File: src/rtl/seg_addr_pkg.sv
// Package: shared widths and encodings for the segmented address generator.
// Assumes the segment and offset are the same width and the shift is 4.
package seg_addr_pkg;
    localparam int SEG_W  = 16;
    localparam int OFF_W  = 16;
    localparam int SHIFT  = 4;
    localparam int NSEG   = 4;
    localparam int SEL_W  = $clog2(NSEG);
    localparam int PA_W   = SEG_W + SHIFT;
    localparam int KIND_W = 3;

    // Segment register slots; the index is the write-select code.
    typedef enum logic [SEL_W-1:0] {
        SEG_EXTRA = 2'd0,
        SEG_CODE  = 2'd1,
        SEG_STACK = 2'd2,
        SEG_DATA  = 2'd3
    } seg_sel_e;

    // Access kinds; codes above KIND_DATA fall back to data.
    typedef enum logic [KIND_W-1:0] {
        KIND_FETCH  = 3'd0,
        KIND_STK_SP = 3'd1,
        KIND_STK_BP = 3'd2,
        KIND_STR_DS = 3'd3,
        KIND_DATA   = 3'd4
    } acc_kind_e;
endpackage

File: src/rtl/seg_bank.sv
// Module: seg_bank
// Holds the segment registers. Each slot is loaded when the write strobe
// is high and the select matches the slot. Assumes one write per cycle.
module seg_bank
    import seg_addr_pkg::*;
(
    input  logic                        clk,
    input  logic                        rst_n,
    input  logic                        wr_en,
    input  logic [SEL_W-1:0]            wr_sel,
    input  logic [SEG_W-1:0]            wr_data,
    output logic [NSEG-1:0][SEG_W-1:0]  seg_q
);
    for (genvar g = 0; g < NSEG; g++) begin : g_slot
        // One register per slot: clear on reset, load on a matching write.
        always_ff @(posedge clk) begin
            if (!rst_n)
                seg_q[g] <= '0;
            else if (wr_en && (wr_sel == SEL_W'(g)))
                seg_q[g] <= wr_data;
        end
    end
endmodule

File: src/rtl/ip_counter.sv
// Module: ip_counter
// Instruction pointer. A load wins over a step, and a step wraps modulo
// 2^OFF_W. Assumes one step per consumed code byte.
module ip_counter
    import seg_addr_pkg::*;
(
    input  logic             clk,
    input  logic             rst_n,
    input  logic             ld,
    input  logic [OFF_W-1:0] ld_val,
    input  logic             step,
    output logic [OFF_W-1:0] ip_q
);
    // Pointer update: reset, load, step, otherwise hold.
    always_ff @(posedge clk) begin
        if (!rst_n)
            ip_q <= '0;
        else if (ld)
            ip_q <= ld_val;
        else if (step)
            ip_q <= ip_q + OFF_W'(1);
    end
endmodule

File: src/rtl/addr_mux.sv
// Module: addr_mux
// Picks the default segment and the offset source from the access kind.
// Purely combinational. Unknown kinds are treated as data accesses.
module addr_mux
    import seg_addr_pkg::*;
(
    input  logic [KIND_W-1:0]           kind,
    input  logic [NSEG-1:0][SEG_W-1:0]  seg_q,
    input  logic [OFF_W-1:0]            ip,
    input  logic [OFF_W-1:0]            sp,
    input  logic [OFF_W-1:0]            bp,
    input  logic [OFF_W-1:0]            di,
    input  logic [OFF_W-1:0]            data,
    output logic [SEG_W-1:0]            seg_sel,
    output logic [OFF_W-1:0]            off_sel
);
    // Default segment and offset for each access kind.
    always_comb begin
        unique case (kind)
            KIND_FETCH:  begin seg_sel = seg_q[SEG_CODE];  off_sel = ip; end
            KIND_STK_SP: begin seg_sel = seg_q[SEG_STACK]; off_sel = sp; end
            KIND_STK_BP: begin seg_sel = seg_q[SEG_STACK]; off_sel = bp; end
            KIND_STR_DS: begin seg_sel = seg_q[SEG_EXTRA]; off_sel = di; end
            default:     begin seg_sel = seg_q[SEG_DATA];  off_sel = data; end
        endcase
    end
endmodule

File: src/rtl/addr_adder.sv
// Module: addr_adder
// Shift-and-add stage with a registered result. Any carry past the top
// address bit is dropped, so addresses wrap inside the PA_W space.
module addr_adder
    import seg_addr_pkg::*;
(
    input  logic             clk,
    input  logic             rst_n,
    input  logic             in_valid,
    input  logic [SEG_W-1:0] seg,
    input  logic [OFF_W-1:0] off,
    output logic             out_valid,
    output logic [PA_W-1:0]  phys
);
    logic [PA_W-1:0] sum;

    // Align the segment to a 16-byte boundary and add the offset.
    always_comb begin
        sum = (PA_W'(seg) << SHIFT) + PA_W'(off);
    end

    // Output register: valid follows the request, address captured with it.
    always_ff @(posedge clk) begin
        if (!rst_n) begin
            out_valid <= 1'b0;
            phys      <= '0;
        end else begin
            out_valid <= in_valid;
            if (in_valid)
                phys <= sum;
        end
    end
endmodule

File: src/rtl/seg_addr_gen.sv
// Module: seg_addr_gen (top)
// Segmented physical address generator. Holds the segment registers and
// the instruction pointer, picks the default segment for each access
// kind, and returns a registered 20-bit address one cycle later.
// Assumes the pointer inputs are stable in the request cycle.
module seg_addr_gen
    import seg_addr_pkg::*;
(
    input  logic              clk,
    input  logic              rst_n,
    input  logic              seg_wr_en,
    input  logic [1:0]        seg_wr_sel,
    input  logic [15:0]       seg_wr_data,
    input  logic              ip_load,
    input  logic [15:0]       ip_load_val,
    input  logic              ip_step,
    input  logic              acc_valid,
    input  logic [2:0]        acc_kind,
    input  logic [15:0]       sp_off,
    input  logic [15:0]       bp_off,
    input  logic [15:0]       di_off,
    input  logic [15:0]       data_off,
    output logic              addr_valid,
    output logic [19:0]       phys_addr,
    output logic [15:0]       ip_value
);
    logic [NSEG-1:0][SEG_W-1:0] seg_q;
    logic [OFF_W-1:0]           ip_q;
    logic [SEG_W-1:0]           seg_pick;
    logic [OFF_W-1:0]           off_pick;

    seg_bank u_bank (
        .clk     (clk),
        .rst_n   (rst_n),
        .wr_en   (seg_wr_en),
        .wr_sel  (seg_wr_sel),
        .wr_data (seg_wr_data),
        .seg_q   (seg_q)
    );

    ip_counter u_ip (
        .clk    (clk),
        .rst_n  (rst_n),
        .ld     (ip_load),
        .ld_val (ip_load_val),
        .step   (ip_step),
        .ip_q   (ip_q)
    );

    addr_mux u_mux (
        .kind    (acc_kind),
        .seg_q   (seg_q),
        .ip      (ip_q),
        .sp      (sp_off),
        .bp      (bp_off),
        .di      (di_off),
        .data    (data_off),
        .seg_sel (seg_pick),
        .off_sel (off_pick)
    );

    addr_adder u_add (
        .clk       (clk),
        .rst_n     (rst_n),
        .in_valid  (acc_valid),
        .seg       (seg_pick),
        .off       (off_pick),
        .out_valid (addr_valid),
        .phys      (phys_addr)
    );

    assign ip_value = ip_q;
endmodule

File: config.mk
export PLATFORM = sky130hd
export DESIGN_NAME = seg_addr_gen
export DESIGN_NICKNAME = d
export VERILOG_FILES = /design/src/rtl/seg_addr_pkg.sv /design/src/rtl/seg_bank.sv /design/src/rtl/ip_counter.sv /design/src/rtl/addr_mux.sv /design/src/rtl/addr_adder.sv /design/src/rtl/seg_addr_gen.sv
export SDC_FILE = /design/constraint.sdc
export NUM_CORES = 1
export LEC_CHECK = 0
export BUFFER_PORTS_ARGS = -buffer_cell sky130_fd_sc_hd__buf_4
export CORE_UTILIZATION = 35
export CTS_CLUSTER_DIAMETER = 200
export CTS_CLUSTER_SIZE = 14
export DETAILED_ROUTE_END_ITERATION = 6
export SYNTH_ARGS = -nofsm -noshare
export SYNTH_HDL_FRONTEND = slang
export SYNTH_HIERARCHICAL = 1
export SYNTH_SLANG_ARGS = --single-unit
File: constraint.sdc
create_clock -name clk -period 3.3 [get_ports clk]
set_input_delay 0.66 -clock clk [delete_from_list [all_inputs] [get_ports clk]]
set_output_delay 0.66 -clock clk [all_outputs]
set_load 0.01 [all_outputs]
==> results.sh <==
export IMPL_final_hold_viol_count=0
export IMPL_hold_class="reg2reg"
export IMPL_rows=48
export IMPL_slew_headroom_pct=40.6
export IMPL_power_share_sequential_pct=41.1
export IMPL_syn_area_per_cell_um2=9.45
export IMPL_start_util_pct=35.7
export IMPL_ant_nets=0
export IMPL_maxCapViolations=0
export IMPL_grt_pass1_wl_mm=27.1
export IMPL_drc_errors=0
export IMPL_die_h_um=134
export IMPL_finalClockSkew_ns=0.00833
export IMPL_max_freq_mhz=349
export IMPL_area_growth_pct=28.5
export IMPL_pwr_share_comb_pct=25.9
export IMPL_cp_slowest_cell="or4_1"
export IMPL_crit_top_cell="buf_4"
export IMPL_antennaDiodeCount=0
export IMPL_cellPowerDensity_nw_per_um2=418
export IMPL_cp_max_fo=9
export IMPL_vias=5235
export IMPL_synthArstFlopShare_pct=0
export IMPL_numCtsBuffers=9
export IMPL_post_cts_buffers=0
export IMPL_cts_tree="done"
export IMPL_synth_top_area_share_pct=33.0
export IMPL_placed_cell_area_um2=7560
export IMPL_drive_gt1_share_pct=34.8
export IMPL_wl_per_cell_um=16.7
export IMPL_cp_num_buf_inv=2
export IMPL_die_w_um=134
export IMPL_arrival_ns=3.17
export IMPL_clk_latency_ns=0.36
export IMPL_post_cts_resized=0
export IMPL_ys_seq_elements=101
export IMPL_cellLeakagePower_uw=0.00362
export IMPL_antenna_found_initial=0
export IMPL_clockRootBuffer="clkbuf_16"
export IMPL_max_stage_delay_ns=0.48
export IMPL_place_gp_congestion=0.877
export IMPL_fin_crit_ns=2.87
export IMPL_core_area_um2=17200
export IMPL_grt_usage_pct=19.2
export IMPL_multi_input_area_um2=3750
export IMPL_switching_share_pct=31.0
export IMPL_num_fill_cells=1668
export IMPL_synth_edff_count=0
export IMPL_grt_pass1_vias=5008
export IMPL_clkTransAtPathRegs_ns=0.07
export IMPL_design_area_um2=7870
export IMPL_netlist_area_um2=6130
export IMPL_switchingPower_uw=1020
export IMPL_hpwl_mm=13.0
export IMPL_finalMaxSlewViolations=0
export IMPL_design_die_area_um2=18000
export IMPL_yosys_warnings=6
export IMPL_seqCellArea_um2=2020
export IMPL_dr_pass1_iters=5
export IMPL_path_cells="buf_4, buf_4, mux2_4, o22ai_1, a21oi_1, fa_1, a21o_1, a221oi_4, o31ai_2, or4_1, nand3_1"
export IMPL_worst_pin_slew_ns=0.891
export IMPL_worstPathRequired_ns=3.60
export IMPL_htreeDepth=3
export IMPL_path_delay_family="compound AO/OA/AOI/OAI gates"
export IMPL_setup_viol=0
export IMPL_yosysSeqAreaShare_pct=33.0
export IMPL_critPathKind="in2reg"
export IMPL_ys_flop_type="dfxtp_1"
export IMPL_endpoint_kind="register"
export IMPL_pwr_share_clk_pct=33.0
export IMPL_syn_nets=769
export IMPL_finalSetupTns_ns=0
export IMPL_cts_buffer_depth=2
export IMPL_cts_sinks=101
export IMPL_grt_max_degree=47
export IMPL_irDropWorstVdd_mv=0.278
export IMPL_syn_inst=648
export IMPL_netlist_cell_type_count=59
export IMPL_vias_per_cell=5.09
export IMPL_overflow=0
export IMPL_nets=920
export IMPL_synth_area_leader_cell="dfxtp_1"
export IMPL_portBuffers=143
export IMPL_critPathLaunchType="input port"
export IMPL_ys_top_cells_by_area="dfxtp_1 33%, mux2i_1 17%, nand2_1 6.0%"
export IMPL_cts_hold_buffers=0
export IMPL_drt_iter0_drc=291
export IMPL_status="finished clean"
export IMPL_finalCritPeriodShare_pct=86.9
export IMPL_totalWireLength_mm=17.2
export IMPL_power_internal_uw=2270
export IMPL_ios=144
export IMPL_rsz0062_at_grt="false"
==> path summary, 6_finish.rpt <==
kind                                       start                to  slack, ns  cells after the start
worst max-delay path                 acc_kind[0]    u_add/phys[18]       0.43                     11
worst min-delay path            u_bank/seg_q[25]  u_bank/seg_q[25]       0.46                      2
worst max register to register  u_bank/seg_q[32]    u_add/phys[18]       0.70                     10
worst min register to register  u_bank/seg_q[25]  u_bank/seg_q[25]       0.46                      2
==> per-stage QoR <==
stage / total power [uW] / util [%] / hold slack (ns) / setup WS (ns) / std cells
global route: 3450 / 45.8 / 0.482 / 0.283 / 1029
CTS: 3320 / 45.8 / 0.464 / 0.459 / 1029
finish: 3290 / 45.8 / 0.463 / 0.431 / 1029
global placement: 2220 / 44.0 / 0.447 / 0.0895 / 1013
floorplan: 1870 / - / 0.431 / 0.0348 / 648
detailed placement: 2230 / 44.0 / 0.451 / 0.0824 / 1013
==> synthesized netlist by cell type (2+ instances only) <==
| master | instances |
|---|---|
| a211oi_1 | 5 |
| nand2_1 | 98 |
| clkbuf_1 | 13 |
| dfxtp_1 | 101 |
| nand3_1 | 8 |
| o211ai_1 | 3 |
| buf_8 | 4 |
| or2_2 | 12 |
| nand2b_1 | 3 |
| a21o_1 | 5 |
| nor2_1 | 30 |
| mux2_4 | 17 |
| nor4_2 | 4 |
| buf_1 | 2 |
| nand4_1 | 7 |
| o21ai_0 | 22 |
| a21oi_1 | 30 |
| or4_1 | 3 |
| nor4_4 | 2 |
| xnor2_1 | 17 |
| nand4_4 | 2 |
| o31ai_1 | 2 |
| a21oi_2 | 11 |
| o211a_1 | 5 |
| o2111ai_1 | 2 |
| ha_1 | 13 |
| o22ai_2 | 9 |
| buf_4 | 5 |
| buf_2 | 11 |
| buf_6 | 9 |
| a211oi_2 | 11 |
| nor3_1 | 5 |
| mux2i_1 | 107 |
| mux2_2 | 2 |
| xor2_1 | 6 |
| o22ai_1 | 22 |
| inv_1 | 11 |
| nand3b_1 | 8 |
==> worst register-to-register path, delay by kind of cell, from the launching register on <==
| kind | cells | cell delay [ns] |
|---|---|---|
| flops | 1 | 0.32 |
| compound gates | 5 | 0.77 |
| mux | 1 | 0.27 |
| fa+ha+maj | 2 | 0.61 |
| simple gates | 2 | 0.57 |
==> cell type report <==
class / count / area share (%)
clock inverters: 7 / 1.10
repair buffers: 186 / 18.7
well taps: 225 / 3.58
clock buffers: 9 / 2.86
inverters: 11 / 0.524
flip-flops and latches: 101 / 25.7
multi-input cells: 490 / 47.6
==> routing by layer <==
| layer | GRT usage (%) | vias to the layer above | share of wire (%) |
|---|---|---|---|
| met2 | 30.0 | 124 | 45 |
| met3 | 2.38 | 22 | 4.5 |
| met1 | 27.3 | 2446 | 49 |
| li1 | - | 2643 | - |
| met4 | 6.37 | 0 | 1.7 |
| met5 | 0 | - | 0 |
==> power groups by stage <==
stage	registers (uW)	clock network, uW	logic [uW]
finish	1350	1080	852
global route	1360	1160	929
CTS	1350	1120	853
detailed placement	1380	0	848
global placement	1380	0	844
floorplan	1390	0	482
==> cells by family after synthesis <==
| logic type | after synthesis | synth area share [%] |
|---|---|---|
| DFF | 101 | 33.0 |
| muxes | 126 | 22.0 |
| adders and majority gates | 14 | 2.98 |
| AOI/OAI and AO/OA | 137 | 16.7 |
| buffers and inverters | 57 | 6.15 |
| xor gates and xnor gates | 23 | 3.29 |
| and+or+nand+nor | 190 | 15.9 |
==> cell usage in the layout (no fill, tap or decap), drive strengths merged, types with 2 or more instances in the layout <==
master and instances:
buf 186, mux2i 107, dfxtp 101, nand2 98
a21oi 41, o22ai 31, nor2 30, o21ai 22
mux2 19, xnor2 17, a211oi 16, inv 14
ha 13, or2 12, clkbuf 9, nand3 9
nand3b 9, nand4 9, xor2 6, nor4 6
a21o 5, nor3 5, o211a 5, clkinv 4
nand2b 4, o211ai 4, or4 3, o31ai 3
o2111ai 2
==> state kept, by name, summed over array words and instances, names as in the netlist <==
signal and count:
u_add/out_valid 1, u_bank/seg_q 64, u_ip/ip_q 16, u_add/phys 20
Note: power is estimated with default switching activity, not from simulation.
